[src/rtl/hostcmd_frame_check.sv]
module hostcmd_frame_check #(
  parameter int unsigned MAX_LEN    = 252,
  parameter logic [31:0] ECHO_ADD   = 32'h0102_0304,
  parameter logic [31:0] PROTO_VER  = 32'h0000_0002,
  parameter logic [31:0] ECHO_VMASK = 32'h1,
  parameter logic [31:0] QRY_VMASK  = 32'h1
) (
  input  logic       clk,
  input  logic       rst_n,
  input  logic       in_valid,
  input  logic [7:0] in_byte,
  output logic       busy,
  output logic       out_valid,
  output logic [7:0] out_byte,
  output logic       out_sof,
  output logic       out_eof
);
  localparam logic [7:0] CMD_QRY  = 8'h00;
  localparam logic [7:0] CMD_ECHO = 8'h01;
  localparam logic [7:0] FL_FROM  = 8'h01;
  localparam logic [7:0] FL_TO    = 8'h02;
  localparam logic [7:0] RES_OK   = 8'd0;
  localparam logic [7:0] RES_CMD  = 8'd1;
  localparam logic [7:0] RES_PAR  = 8'd3;
  localparam logic [7:0] RES_VER  = 8'd6;
  localparam logic [7:0] RES_SUM  = 8'd7;
  localparam logic [7:0] MAX_B    = 8'(MAX_LEN);

  typedef enum logic [1:0] {S_HDR, S_PAY, S_RSP} st_t;

  st_t        st;
  logic [7:0] cnt, cmd, flg, ver, len, csum, acc;
  logic [31:0] word;
  logic        big;

  always_ff @(posedge clk or negedge rst_n) begin
    if (!rst_n) begin
      st <= S_HDR; cnt <= '0; cmd <= '0; flg <= '0; ver <= '0;
      len <= '0; csum <= '0; acc <= '0; word <= '0; big <= 1'b0;
    end else begin
      case (st)
        S_HDR: if (in_valid) begin
          case (cnt)
            8'd0: begin cmd <= in_byte; acc <= in_byte; word <= '0; end
            8'd1: begin flg <= in_byte; acc <= acc + in_byte; end
            8'd2: begin ver <= in_byte; acc <= acc + in_byte; end
            8'd3: begin len <= in_byte; acc <= acc + in_byte; end
            default: csum <= in_byte;
          endcase
          if (cnt == 8'd4) begin
            cnt <= '0;
            if (len > MAX_B) begin big <= 1'b1; st <= S_RSP; end
            else if (len == 8'd0) st <= S_RSP;
            else st <= S_PAY;
          end else cnt <= cnt + 8'd1;
        end
        S_PAY: if (in_valid) begin
          acc <= acc + in_byte;
          if (cnt < 8'd4) word[8*cnt[1:0] +: 8] <= in_byte;
          if (cnt == len - 8'd1) begin cnt <= '0; st <= S_RSP; end
          else cnt <= cnt + 8'd1;
        end
        default: begin
          if (out_eof) begin cnt <= '0; big <= 1'b0; st <= S_HDR; end
          else cnt <= cnt + 8'd1;
        end
      endcase
    end
  end

  logic        newsty, vok;
  logic [7:0]  ever, res, rflg, rlen, rsum;
  logic [31:0] rword, vmask;

  assign newsty = (flg & FL_FROM) != 8'h00;
  assign ever   = newsty ? ver : 8'h00;
  assign vmask  = (cmd == CMD_ECHO) ? ECHO_VMASK : QRY_VMASK;
  assign vok    = (ever < 8'd32) && vmask[ever[4:0]];

  always_comb begin
    if (big)                                  res = RES_PAR;
    else if (newsty && acc != csum)           res = RES_SUM;
    else if (cmd != CMD_QRY && cmd != CMD_ECHO) res = RES_CMD;
    else if (!vok)                            res = RES_VER;
    else if ((cmd == CMD_ECHO && len != 8'd4) ||
             (cmd == CMD_QRY && len != 8'd0)) res = RES_PAR;
    else                                      res = RES_OK;
  end

  assign rword = (cmd == CMD_ECHO) ? word + ECHO_ADD : PROTO_VER;
  assign rflg  = newsty ? FL_TO : 8'h00;
  assign rlen  = (res == RES_OK) ? 8'd4 : 8'd0;
  assign rsum  = res + rflg + rlen +
                 ((res == RES_OK) ? rword[7:0] + rword[15:8] + rword[23:16] + rword[31:24] : 8'h00);

  always_comb begin
    case (cnt)
      8'd0: out_byte = res;
      8'd1: out_byte = rflg;
      8'd2: out_byte = 8'h00;
      8'd3: out_byte = rlen;
      8'd4: out_byte = rsum;
      8'd5: out_byte = rword[7:0];
      8'd6: out_byte = rword[15:8];
      8'd7: out_byte = rword[23:16];
      default: out_byte = rword[31:24];
    endcase
  end

  assign busy      = (st == S_RSP);
  assign out_valid = busy;
  assign out_sof   = busy && cnt == 8'd0;
  assign out_eof   = busy && cnt == 8'd4 + rlen;
endmodule


[config.mk]
export PLATFORM = sky130hd
export DESIGN_NAME = hostcmd_frame_check
export DESIGN_NICKNAME = d
export VERILOG_FILES = /design/src/rtl/hostcmd_frame_check.sv
export SDC_FILE = /design/constraint.sdc
export NUM_CORES = 1
export LEC_CHECK = 0
export ABC_AREA = 1
export CORE_ASPECT_RATIO = 0.8
export CORE_MARGIN = 5
export CORE_UTILIZATION = 42
export CTS_BUF_LIST = sky130_fd_sc_hd__clkbuf_2 sky130_fd_sc_hd__clkbuf_4 sky130_fd_sc_hd__clkbuf_8
export CTS_CLUSTER_SIZE = 28
export DETAILED_ROUTE_END_ITERATION = 7
export GPL_ROUTABILITY_DRIVEN = 0
export SKIP_LAST_GASP = 1
export SLEW_MARGIN = 20
export SYNTH_ARGS = -nofsm -noshare
export SYNTH_HDL_FRONTEND = slang
export SYNTH_SLANG_ARGS = --single-unit
[constraint.sdc]
create_clock -name clk -period 4.9 [get_ports clk]
set_input_delay 0.49 -clock clk [delete_from_list [all_inputs] [get_ports clk]]
set_output_delay 0.49 -clock clk [all_outputs]
set_load 0.005 [all_outputs]
== Yosys cells after proc, flatten, opt, wreduce, memory -nomap -nowiden ==
Memory sizes are Yosys's and may differ from the RTL's.
Index checks and enable logic that the tools add are counted.
Cells by class
  add/subtract/negate cells: 12
  order comparisons: 4
  equality and inequality tests: 23
  shift operators: 2
  mux-type cells: 41
  bitwise operators: 2
  reductions and logical operators: 30
Operators with widths (number)
  32-bit 2-to-1 mux: 5
  8-bit 2-to-1 mux: 9
  32-bit case mux with 2 select lines: 1
  8-bit case mux with 8 select lines: 1
  8-bit case mux with 2 select lines: 3
  8-bit adder: 5
  5-bit negator with 34-bit output: 1
  8-bit by 34-bit variable shift with 32-bit output (first input constant): 1
  8-bit by 34-bit variable part select with 32-bit output: 1
  32-bit by 25-bit adder with 32-bit output (second input constant): 1
  32-bit bitwise mux: 1
  8-bit by 3-bit equality test with 1-bit output (second input constant): 4
  8-bit zero test: 4
  2-bit 2-to-1 mux: 9
  8-bit by 1-bit equality test with 1-bit output (second input constant): 2
  8-bit by 2-bit equality test with 1-bit output (second input constant): 2
  8-bit nonzero test: 2
  3-bit 2-to-1 mux: 5
  3-bit AND reduction: 5
  5-bit AND reduction: 3
  2-bit != test (second input constant): 7
  8-bit by 1-bit adder with 8-bit output (second input constant): 1
  8-bit by 2-bit adder with 8-bit output: 1
  8-bit by 3-bit adder with 8-bit output: 1
  27 further kinds: 39
Word-level totals
  flip-flop bits (word level): 84
  bits in read-only memories: 32
  input port bits: 11
  output and inout bits: 12
  word-level logic and storage cells: 125
  memories kept: 1
Memory list
  (name not given): words 32, bits a word 1, read ports 1, clocked after Yosys merged registers in 0, wr ports 0, line 78  | assign vok = (ever < 8'd32) && vmask[ever[4:0]];

== Depth between registers and ports, before layout ==
  depth after elaboration: 15
  depth in mapped cells: 29

== Least setup slack after synthesis ==
OpenSTA, ideal clock, no wires.
  path kind: register -> output
  start: register cmd[3]
  end: output out_byte[7]
  arrival: 4.427 ns
  setup slack: -0.017 ns
  stages on the path, launching flop included: 23
  path buffers: 1
  cells stage by stage: dfrtp_1 nor2_1 nand2_1 nor2_4 inv_1 clkbuf_1 a21oi_1 fa_1 fa_1 ha_1 fa_1 inv_1 nor2_1 ha_1 fa_1 a21o_1 nand3_1 nor2_1 nand2_1 nand2_1 nand2_1 nand3_1 a21oi_1
Between the ends
  cells in the longest elaborated chain, start to end: 13
RTL lines
  start: declaration: line 32  | logic [7:0] cnt, cmd, flg, ver, len, csum, acc;
  start signal: assignment: line 38  | st <= S_HDR; cnt <= '0; cmd <= '0; flg <= '0; ver <= '0;
  start signal: assignment: line 44  | 8'd0: begin cmd <= in_byte; acc <= in_byte; word <= '0; end
  parallel branches: the longest is 12 deep, another holds 8-bit adder
  8-bit case mux with 8 select lines *: line 97  | case (cnt)
  end: declaration: line 14  | output logic [7:0] out_byte,
Mark *: on every way between the ends.

== Worst setup path in the final report ==
  start: register word[2]
  end: output out_byte[3]
Between the ends
  cells in the longest elaborated chain, start to end: 8
RTL lines
  start: declaration: line 33  | logic [31:0] word;
  start signal: indexed assignment: line 59  | if (cnt < 8'd4) word[8*cnt[1:0] +: 8] <= in_byte;
  32-bit by 25-bit adder with 32-bit output *: line 90  | assign rword = (cmd == CMD_ECHO) ? word + ECHO_ADD : PROTO_VER;
  32-bit 2-to-1 mux *: line 90
  8-bit adder (3 in a row): line 94  | ((res == RES_OK) ? rword[7:0] + rword[15:8] + rword[23:16] + rword[31:24] : 8'h00);
  8-bit 2-to-1 mux: line 94
  8-bit adder: line 93  | assign rsum = res + rflg + rlen +
  8-bit case mux with 8 select lines *: line 97
Every way passes the cells marked *; elsewhere a longest branch is shown, timed or not.

==> qor.yml <==
sta:
  final-max-slew-violation-count: 0
  worst_slack_ps: -526
  worstMarginPinSlew_ps: 741
  hold_viol_final: 0
  skew_ps: 13.5
  max_clock_freq_ghz: 0.184
  setup_viol: 6
  period_share_pct: 111
  min_period_ps: 5430
  timing.hold.ws_ps: 108
  maxSlewHeadroom_pct: 50.6
  grt_setup_unrepaired: "yes"
synthesis:
  synth_fp_nets: 985
  synth_most_common_cell: "nand2_1"
  synthFlopType: "dfrtp_1"
  synth-seq-area-share_pct: 31.4
  synthTopCellsByArea: "dfrtp_1, nand2_1, inv_1"
  synth.avg_cell_area_um2: 7.20
  ys_ff_latch: 84
  synth_top_area_cell: "dfrtp_1"
  syn_inst: 930
  synth_top_area_share_pct: 31.4
  yosys_warnings: 0
  synth-edff-count: 0
  synth_common_cells: "nand2_1, inv_1, nor2_1, dfrtp_1, o21ai_0"
  async_flop_share_pct: 100
  yosysUniqueCellTypes: 49
  syn_area_mm2: 0.00670
floorplan:
  initial_core_util_pct: 42.7
  die_height_um: 123
  ioPinCount: 23
  die_area_mm2: 0.0186
  coreArea_mm2: 0.0157
  die_w_um: 151
  rows: 41
worst_setup_path:
  critPathCaptureType: "output pin"
  setup.worst_path.start_class: "register"
  critPathKind: "reg2out"
  worstPathArrival_ps: 4940
  timing.rr.start: "cnt[0]"
  ff2ff_path_depth: 10
  r2r_slack_ps: 1600
  cp_max_fo: 4
  timing.rr.end: "word[21]"
  cp.required_ps: 4410
pwr:
  total_power_mw: 3.16
  swShare_pct: 41.7
  pwr-share-comb_pct: 47.7
  pwr-share-seq_pct: 32.0
  p_leak_nw: 4.08
  power.switching_mw: 1.32
  p_int_mw: 1.84
  power_density_mw_per_mm2: 366
  p_clk_share_pct: 20.3
  ir_drop_v: 0.000228
global_route:
  grtUsageMet3_pct: 4.47
  use_met1_pct: 36.2
  grt_max_degree: 46
  grt_first_pass_wirelength_um: 33500
  grt_usage_pct: 23.3
  grt_overflow_total: 0
  grt_antenna_before_repair: 0
  grt_pass1_vias: 6308
  use_met2_pct: 34.0
  top_usage_layer: "met1"
drt:
  drc: 0
  firstDrtPassIters: 5
  wl_per_cell_um: 16.1
  post_drt_via_cell_ratio: 5.14
  wirelength_um: 20900
  antenna_left: 0
  routed-via-count: 6677
  drt_iter0_markers: 661
cts:
  cts_tree: "yes"
  cts_sinks: 84
  clock_latency_ps: 380
  numCtsBuffers: 9
  clock-root-buffer: "clkbuf_8"
  clockBufferDepth: 2
  clkTransAtPathRegs_ps: 100
  holdBufCountCts: 0
  cts_max_level: 3
flow_run:
  cap_violations: 0
finish:
  synthToLayoutAreaGrowth_pct: 28.9
  drive_gt1_share_pct: 24.9
  num_antenna_cells: 0
  fin_nets: 1134
place:
  port_buffers: 22
  place_ws_ps: -751
  dp.final_hpwl_um: 16100
outcome:
  outcome: "finished with violations"
  violations: "negative setup slack"
min_path:
  hold_class: "in2async"
## routing by layer
layer  wire, µm  vias up  part of all wire [%]
met3       1290       19                   6.2
met5          0        -                     0
met2       8790      195                    42
met4        210        0                   1.0
li1           -     3362                     -
met1      10600     3101                    51
## logic make-up (layout without fill, tap and decap cells)
| group | Yosys count | after routing | share of synthesized area (%) |
|---|---|---|---|
| flops | 84 | 84 | 31.4 |
| compound gates | 169 | 169 | 14.7 |
| fa+ha+maj | 44 | 44 | 10.1 |
| xor+xnor | 29 | 29 | 3.79 |
| buf+inv | 161 | 315 | 9.40 |
| simple gates | 443 | 443 | 30.6 |
## per-stage QoR
step,cells,instance area (µm²),utilization (%),TNS (ps)
floorplan,930,6700,-,0
global placement,1261,7940,50.6,-3150
detailed placement,1261,7940,50.6,-4060
CTS,1295,8400,53.5,-3470
global route,1299,8630,55.0,-4450
finish,1299,8630,55.0,-2860
## state kept, by name (all words and copies together), names as in the netlist
name,flops
word,32
acc,8
cmd,8
cnt,8
csum,8
len,8
ver,8
st,2
big,1
flg,1
## power groups by stage
stage	Combinational, mW	Sequential (mW)	Clock (mW)
2_1_floorplan	0.845	0.987	0
3_3_place_gp	1.42	1.02	0
3_5_place_dp	1.42	1.02	0
4_1_cts	1.43	1.01	0.653
5_1_grt	1.67	1.04	0.675
6_report	1.51	1.01	0.640
## how the worst max path moves through the flow
stage | endpoint | start
floorplan | out_byte[7] | word[2]
global placement | out_byte[7] | word[2]
detailed placement | out_byte[7] | word[2]
CTS | out_byte[7] | word[3]
global route | out_byte[7] | word[2]
finish | out_byte[3] | word[2]
## repair_timing
item / CTS / global route
setup endpoints to repair: 7 / 7
buffers inserted: 18 / 6
pin swaps: 31 / 51
gates resized for setup: 45 / 50
## critical path, cell delays in order, from the launching register on
cell	delay, ps
dfrtp_1	380
buf_4	120
inv_1	50
nor2_2	150
nand3_2	120
nand2_4	100
nand2_2	90
nor2_4	140
nor3_2	70
or3_4	400
fa_1	490
fa_1	560
inv_1	70
ha_4	270
nor2_1	40
nor3b_2	230
ha_4	250
buf_4	130
buf_4	130
xnor2_2	150
o22ai_1	100
nor4_1	310
inv_1	70
buf_2	130
## layout by cell type, fill, tap and decap left out, drive strengths merged, types with 3 or more instances in the layout
master	Yosys	routed
a21oi	37	37
a31oi	5	5
buf	12	142
bufinv	0	3
clkbuf	7	10
clkdlybuf4s50	0	14
dfrtp	84	84
fa	17	17
ha	27	27
inv	142	145
nand2	198	198
nand3	73	73
nand4	23	23
nor2	114	114
nor3	25	25
nor4	7	7
o211ai	3	3
o21ai	91	91
o221ai	4	4
o22ai	10	10
xnor2	12	12
xor2	17	17
## area by class of cell
class                      instances  area (µm²)
timing repair buffer             157        1200
multi-input combinational        685        4270
tap                              215         269
inverter                         142         536
fill                            1534        7070
clock buffer                       9         124
clock inverter                     7         130
sequential                        84        2100
(Power assumes the default switching activity.)
